[config.mk]
export PLATFORM = sky130hd
export DESIGN_NAME = rpc_mbox_framer
export DESIGN_NICKNAME = d
export VERILOG_FILES = /design/src/rtl/rpc_framer_pkg.sv /design/src/rtl/rpc_size_check.sv /design/src/rtl/rpc_word_timer.sv /design/src/rtl/rpc_mbox_framer.sv
export SDC_FILE = /design/constraint.sdc
export NUM_CORES = 1
export LEC_CHECK = 0
export BUFFER_PORTS_ARGS = -buffer_cell sky130_fd_sc_hd__buf_4
export CAP_MARGIN = 10
export CORE_MARGIN = 3
export CORE_UTILIZATION = 40
export CTS_CLUSTER_SIZE = 12
export DETAILED_ROUTE_END_ITERATION = 12
export PLACE_DENSITY = 0.81
export SLEW_MARGIN = 15
export SYNTH_ARGS = -nofsm -noshare
export SYNTH_HDL_FRONTEND = slang
export SYNTH_SLANG_ARGS = --single-unit
[constraint.sdc]
create_clock -name clk -period 2.43 [get_ports clk]
set_input_delay 0.243 -clock clk [delete_from_list [all_inputs] [get_ports clk]]
set_output_delay 0.243 -clock clk [all_outputs]
set_load 0.01 [all_outputs]
[src/rtl/rpc_framer_pkg.sv]
package rpc_framer_pkg;

    typedef enum logic [1:0] {
        ST_OK      = 2'd0,
        ST_BADSIZE = 2'd1,
        ST_TIMEOUT = 2'd2
    } fr_status_e;

    typedef enum logic [2:0] {
        PH_IDLE,
        PH_TX_CHECK,
        PH_TX_WAIT,
        PH_RX_WAIT,
        PH_FINISH
    } fr_phase_e;

endpackage

[src/rtl/rpc_size_check.sv]
module rpc_size_check #(
    parameter int WORD_W    = 32,
    parameter int SIZE_LSB  = 8,
    parameter int SIZE_W    = 8,
    parameter int MAX_WORDS = 8,
    parameter int IDX_W     = 4
) (
    input  logic [WORD_W-1:0] header,
    output logic              oversize,
    output logic [IDX_W-1:0]  total
);
    logic [SIZE_W-1:0] size_field;

    always_comb begin
        size_field = header[SIZE_LSB +: SIZE_W];
        oversize   = (int'(size_field) > MAX_WORDS);
        if (size_field == '0)
            total = IDX_W'(1);
        else
            total = IDX_W'(size_field);
    end
endmodule

[src/rtl/rpc_word_timer.sv]
module rpc_word_timer #(
    parameter int LIMIT = 64
) (
    input  logic clk,
    input  logic rst_n,
    input  logic waiting,
    input  logic flag,
    output logic expired
);
    localparam int CNT_W = $clog2(LIMIT + 1);

    logic [CNT_W-1:0] cnt_d, cnt_q;

    always_comb begin
        if (!waiting || flag)
            cnt_d = '0;
        else
            cnt_d = cnt_q + CNT_W'(1);
        expired = waiting && !flag && (cnt_q == CNT_W'(LIMIT - 1));
    end

    always_ff @(posedge clk or negedge rst_n) begin
        if (!rst_n) cnt_q <= '0;
        else        cnt_q <= cnt_d;
    end
endmodule

[src/rtl/rpc_mbox_framer.sv]
module rpc_mbox_framer
    import rpc_framer_pkg::*;
#(
    parameter int WORD_W    = 32,
    parameter int MAX_WORDS = 8,
    parameter int N_CH      = 4,
    parameter int TIMEOUT   = 64,
    parameter int SIZE_LSB  = 8,
    parameter int SIZE_W    = 8,
    localparam int ADDR_W   = $clog2(MAX_WORDS),
    localparam int CH_W     = $clog2(N_CH)
) (
    input  logic              clk,
    input  logic              rst_n,
    input  logic              start,
    input  logic              no_resp,
    output logic              busy,
    output logic              done,
    output logic [1:0]        status,
    output logic [ADDR_W-1:0] buf_rd_addr,
    input  logic [WORD_W-1:0] buf_rd_data,
    output logic              buf_wr_en,
    output logic [ADDR_W-1:0] buf_wr_addr,
    output logic [WORD_W-1:0] buf_wr_data,
    input  logic [N_CH-1:0]   tx_empty,
    output logic              tx_we,
    output logic [CH_W-1:0]   tx_ch,
    output logic [WORD_W-1:0] tx_data,
    input  logic [N_CH-1:0]   rx_full,
    output logic              rx_re,
    output logic [CH_W-1:0]   rx_ch,
    input  logic [WORD_W-1:0] rx_data
);
    localparam int IDX_W = $clog2(MAX_WORDS + 1);

    typedef struct packed {
        fr_phase_e   phase;
        logic [IDX_W-1:0] idx;
        logic [IDX_W-1:0] total;
        fr_status_e  stat;
        logic        one_way;
    } fr_regs_t;

    fr_regs_t r_d, r_q;

    logic [WORD_W-1:0] hdr_word;
    logic              hdr_oversize;
    logic [IDX_W-1:0]  hdr_total;
    logic              waiting, flag_now, expired;
    logic [CH_W-1:0]   cur_ch;
    logic              last_word;

    rpc_size_check #(
        .WORD_W(WORD_W), .SIZE_LSB(SIZE_LSB), .SIZE_W(SIZE_W),
        .MAX_WORDS(MAX_WORDS), .IDX_W(IDX_W)
    ) u_size (
        .header  (hdr_word),
        .oversize(hdr_oversize),
        .total   (hdr_total)
    );

    rpc_word_timer #(.LIMIT(TIMEOUT)) u_timer (
        .clk    (clk),
        .rst_n  (rst_n),
        .waiting(waiting),
        .flag   (flag_now),
        .expired(expired)
    );

    always_comb begin
        cur_ch    = r_q.idx[CH_W-1:0];
        hdr_word  = (r_q.phase == PH_RX_WAIT) ? rx_data : buf_rd_data;
        waiting   = (r_q.phase == PH_TX_WAIT) || (r_q.phase == PH_RX_WAIT);
        flag_now  = (r_q.phase == PH_TX_WAIT) ? tx_empty[cur_ch] :
                    (r_q.phase == PH_RX_WAIT) ? rx_full[cur_ch] : 1'b0;
        last_word = ((r_q.idx + IDX_W'(1)) == r_q.total);

        r_d         = r_q;
        buf_rd_addr = r_q.idx[ADDR_W-1:0];
        buf_wr_en   = 1'b0;
        buf_wr_addr = r_q.idx[ADDR_W-1:0];
        buf_wr_data = rx_data;
        tx_we       = 1'b0;
        tx_ch       = cur_ch;
        tx_data     = buf_rd_data;
        rx_re       = 1'b0;
        rx_ch       = cur_ch;

        unique case (r_q.phase)
            PH_IDLE: begin
                if (start) begin
                    r_d.phase   = PH_TX_CHECK;
                    r_d.idx     = '0;
                    r_d.one_way = no_resp;
                    r_d.stat    = ST_OK;
                end
            end
            PH_TX_CHECK: begin
                if (hdr_oversize) begin
                    r_d.stat  = ST_BADSIZE;
                    r_d.phase = PH_FINISH;
                end else begin
                    r_d.total = hdr_total;
                    r_d.phase = PH_TX_WAIT;
                end
            end
            PH_TX_WAIT: begin
                if (tx_empty[cur_ch]) begin
                    tx_we = 1'b1;
                    if (last_word) begin
                        r_d.idx   = '0;
                        r_d.phase = r_q.one_way ? PH_FINISH : PH_RX_WAIT;
                    end else begin
                        r_d.idx = r_q.idx + IDX_W'(1);
                    end
                end else if (expired) begin
                    r_d.stat  = ST_TIMEOUT;
                    r_d.phase = PH_FINISH;
                end
            end
            PH_RX_WAIT: begin
                if (rx_full[cur_ch]) begin
                    rx_re     = 1'b1;
                    buf_wr_en = 1'b1;
                    if (r_q.idx == '0) begin
                        if (hdr_oversize) begin
                            buf_wr_data = '0;
                            r_d.stat    = ST_BADSIZE;
                            r_d.phase   = PH_FINISH;
                        end else if (hdr_total == IDX_W'(1)) begin
                            r_d.phase = PH_FINISH;
                        end else begin
                            r_d.total = hdr_total;
                            r_d.idx   = IDX_W'(1);
                        end
                    end else if (last_word) begin
                        r_d.phase = PH_FINISH;
                    end else begin
                        r_d.idx = r_q.idx + IDX_W'(1);
                    end
                end else if (expired) begin
                    r_d.stat  = ST_TIMEOUT;
                    r_d.phase = PH_FINISH;
                end
            end
            PH_FINISH: r_d.phase = PH_IDLE;
            default:   r_d.phase = PH_IDLE;
        endcase

        busy   = (r_q.phase != PH_IDLE) && (r_q.phase != PH_FINISH);
        done   = (r_q.phase == PH_FINISH);
        status = r_q.stat;
    end

    always_ff @(posedge clk or negedge rst_n) begin
        if (!rst_n) begin
            r_q.phase   <= PH_IDLE;
            r_q.idx     <= '0;
            r_q.total   <= '0;
            r_q.stat    <= ST_OK;
            r_q.one_way <= 1'b0;
        end else begin
            r_q <= r_d;
        end
    end

    // Observation counters for the assertions: strobes seen since start.
    logic [CH_W-1:0] tx_seen_q, rx_seen_q;
    logic [$clog2(TIMEOUT + 4)-1:0] stall_q;

    always_ff @(posedge clk or negedge rst_n) begin
        if (!rst_n) begin
            tx_seen_q <= '0;
            rx_seen_q <= '0;
            stall_q   <= '0;
        end else begin
            if (start && !busy)  tx_seen_q <= '0;
            else if (tx_we)      tx_seen_q <= tx_seen_q + CH_W'(1);
            if (start && !busy)  rx_seen_q <= '0;
            else if (rx_re)      rx_seen_q <= rx_seen_q + CH_W'(1);
            if (!busy || tx_we || rx_re) stall_q <= '0;
            else                         stall_q <= stall_q + 1'b1;
        end
    end

    AST_TX_FLAG_HELD: assert property (@(posedge clk) disable iff (!rst_n)
        tx_we |-> tx_empty[tx_ch]);
    AST_RX_FLAG_HELD: assert property (@(posedge clk) disable iff (!rst_n)
        rx_re |-> rx_full[rx_ch]);
    AST_TX_CH_ORDER: assert property (@(posedge clk) disable iff (!rst_n)
        tx_we |-> (tx_ch == tx_seen_q));
    AST_RX_CH_ORDER: assert property (@(posedge clk) disable iff (!rst_n)
        rx_re |-> (rx_ch == rx_seen_q));
    AST_DONE_SINGLE: assert property (@(posedge clk) disable iff (!rst_n)
        done |=> !done);
    AST_WAIT_BOUNDED: assert property (@(posedge clk) disable iff (!rst_n)
        int'(stall_q) <= TIMEOUT + 1);
    AST_NO_STROBE_IDLE: assert property (@(posedge clk) disable iff (!rst_n)
        !busy |-> (!tx_we && !rx_re && !buf_wr_en));
endmodule

==> results by group <==
Outcome
  • Status: completed

Layout
  • Non-Filler Cell Area, Final: ~2800 sq um
  • Nets: 403
  • P&R area growth vs syn: 39.9%
  • Layout cells sized above 1: a little under half
  • Commonest non-fill, non-tap cell in the layout: buf_4
  • Final non-filler cell total: between 300 and 400
  • Most frequent cells in the layout: buf_4 (125), and2_1 (33), dfrtp_1 (21), nand2_1 (16), nor2_1 (16)
  • Diode count: 0
  • Final core occ: 59.0%
  • FILL cells: about 430

Floorplan
  • Io pins: around 160
  • Rows: 25
  • Vert. Die Dim: around 77 microns
  • Die W: roughly 77 microns
  • Starting density of the core: between 40% and 50%
  • Area of the die: about 6000 sq um
  • Core ar.: 4820 sq um

STA
  • Fin. Hold Viols: 0
  • Part of the cycle the worst path needs: 95.6%
  • Skew final: roughly 0.0049 ns
  • Final Max Tran Viols: 0
  • Tmin final: 2.32 ns
  • Fmax: 430 MHz
  • Worst rel slew slack: between 60% and 70%
  • Unrepaired setup endpoints after global routing: true
  • Setup TNS: 0 ns
  • Worst-Margin Slew: between 0.5 and 0.6 ns
  • Final Setup Violations: 0
  • Final Hold Slack: ~0.22 ns

Worst setup path
  • Critical path buffers and inverters: 3
  • CP endpoint kind: output pin
  • CP cell instances: inv_1 > ha_4 > or3b_4 > nor2_4 > nand3_4 > buf_12 > and2_1 > buf_4
  • Req. time, crit path: 2.19 ns
  • Top delay family on crit path: simple AND/OR/NAND/NOR gates
  • Slowest-stage cell, CP: or3b_4
  • CP peak stage delay: 0.41 ns
  • Max FO, Critical Path: 16
  • Critical path type: flop to output pin
  • CP arrival: between 2 and 2.5 ns
  • Element type at the critical path start: flop
  • R2R depth: 5
  • Number of cells on the critical path: 8

Detailed routing
  • Initial drt markers: approximately 140
  • Drt first pass iters: 4
  • Antenna-violating nets left: 0
  • Routed len/inst: 14.9 microns
  • DR vias/cell: just under 5
  • Routed vias: about 1900
  • DR DRC count: 0
  • Routed wire length: roughly 5800 microns

Logic synthesis
  • Synth Warn #: 0
  • Post-Syn Area: 2030 sq um
  • Library cells used by synthesis: 47
  • Register area share after synthesis: between 20 and 30%
  • Async set-reset flop share out of synthesis: 100%
  • EDFF count, synth: 0
  • Syn_area_per_cell: between 8 and 9 sq um
  • FF+latch count, synth: 21
  • Most used DFF post-synth: dfrtp_1
  • Mapped Cells: approximately 240
  • Mapped Nets: 320

Power
  • Lkg Pwr: around 0.0014 uW
  • P per Cell Area: 664 nW/um^2
  • Worst vdd ir: between 400 and 500 uV

Hold path
  • Worst hold path class: primary input to flop
  • WHS Path Cells: 2

CTS
  • Clk pin slew, worst setup/hold paths: 0.08 ns
  • CTS Root Cell: clkbuf_8
  • H-tree levels: 1
  • Clock buffer depth: 2
  • CTS buffer count: 3
  • # clock sinks: 21
  • Clk_lat worst skew: 0.26 ns
  • CTS tree: done

Global route
  • First-pass GRT wire length: around 9100 microns
  • Pin count of the biggest net entering global routing: 33
  • GRT Util Overall: between 10% and 20%
  • Vias in the first global route: 1904
  • Initial antenna violation count: 0
  • Global route overflow: 0

Job
  • Max_cap viols: 0

Placement
  • Gp weighted congestion: between 0.8 and 0.9
  • Post-DP Area: about 2600 sq um
  • Placed insts: roughly 370
  • # port buffers: around 110
  • Detailed-placement wirelength estimate: around 4500 microns
-- final timing paths --
kind / startpoint / end / slack, ns
setup / recovery: buf_rd_addr[0] / buf_wr_data[1] / 0.11
hold / removal: no_resp / r_q[0] / 0.22
setup reg to reg: buf_rd_addr[0] / r_q[4] / 0.16
hold reg to reg: u_timer.cnt_q[0] / u_timer.cnt_q[0] / 0.47
max in group asynchronous: rst_n / u_timer.cnt_q[4] / 1.81
min in group asynchronous: rst_n / r_q[6] / 0.40
-- synthesized netlist by cell type (6+ instances only) --
cell type / count / area, sq um
buf_4: 47 / 353
and2_1: 33 / 206
dfrtp_1: 21 / 526
nor2_1: 17 / 63.8
nand2_1: 16 / 60.1
a21oi_1: 10 / 50.1
inv_1: 9 / 33.8
nand3_1: 7 / 35.0
nor3_1: 7 / 35.0
xnor2_1: 6 / 52.6
-- stage by stage --
stage	setup WS, ns	total power, uW
final	0.106	1890
after global routing	-0.0549	2030
after CTS	0.0455	1820
after detailed placement	0.200	1560
after global placement	0.248	1550
after floorplan	0.164	1250
-- area by class of cell --
| cell class | instances | area (sq um) | share of cell area (%) |
|---|---|---|---|
| inverters | 9 | 33.8 | 1.19 |
| clock inverters | 1 | 7.51 | 0.264 |
| well taps | 67 | 83.8 | 2.95 |
| repair buffers | 129 | 1000 | 35.4 |
| multi-input cells | 160 | 1140 | 40.3 |
| clock buffers | 3 | 41.3 | 1.45 |
| flip-flops and latches | 21 | 526 | 18.5 |
-- state kept, by name (all words and copies together) (netlist names) --
register       cells
buf_rd_addr        3
status             2
u_timer.cnt_q      7
r_q                9
-- power breakdown --
| group | switching (uW) | internal (uW) |
|---|---|---|
| Sequential | 58.0 | 422 |
| Combinational | 591 | 579 |
| Clock | 121 | 116 |
-- cell families after synthesis --
| kind of cell | after synthesis | share of synthesized area, % |
|---|---|---|
| AO/OA/AOI/OAI | 36 | 12.9 |
| XOR/XNOR | 10 | 4.31 |
| adder cells (fa/ha/maj) | 3 | 1.85 |
| buffers and inverters | 60 | 19.8 |
| flip-flops | 21 | 25.9 |
| multiplexers | 11 | 7.46 |
| AND/OR/NAND/NOR | 100 | 27.7 |
-- layer usage --
layer / vias up / track usage (%) / share of wire (%)
li1: 936 / - / -
met1: 899 / 23.8 / 42
met3: 10 / 5.28 / 7.1
met4: 0 / 3.56 / 0.74
met5: - / 0 / 0
met2: 66 / 30.7 / 50
-- timing repair --
item | in CTS | in global routing
pin swaps | 3 | 3
gates cloned | 0 | 2
setup buffers | 3 | 6
hold endpoints to repair | 21 | 0
resized for setup | 2 | 7
hold buffers | 1 | 0
endpoints found under the setup margin | 32 | 34
(Power assumes the default switching activity.)
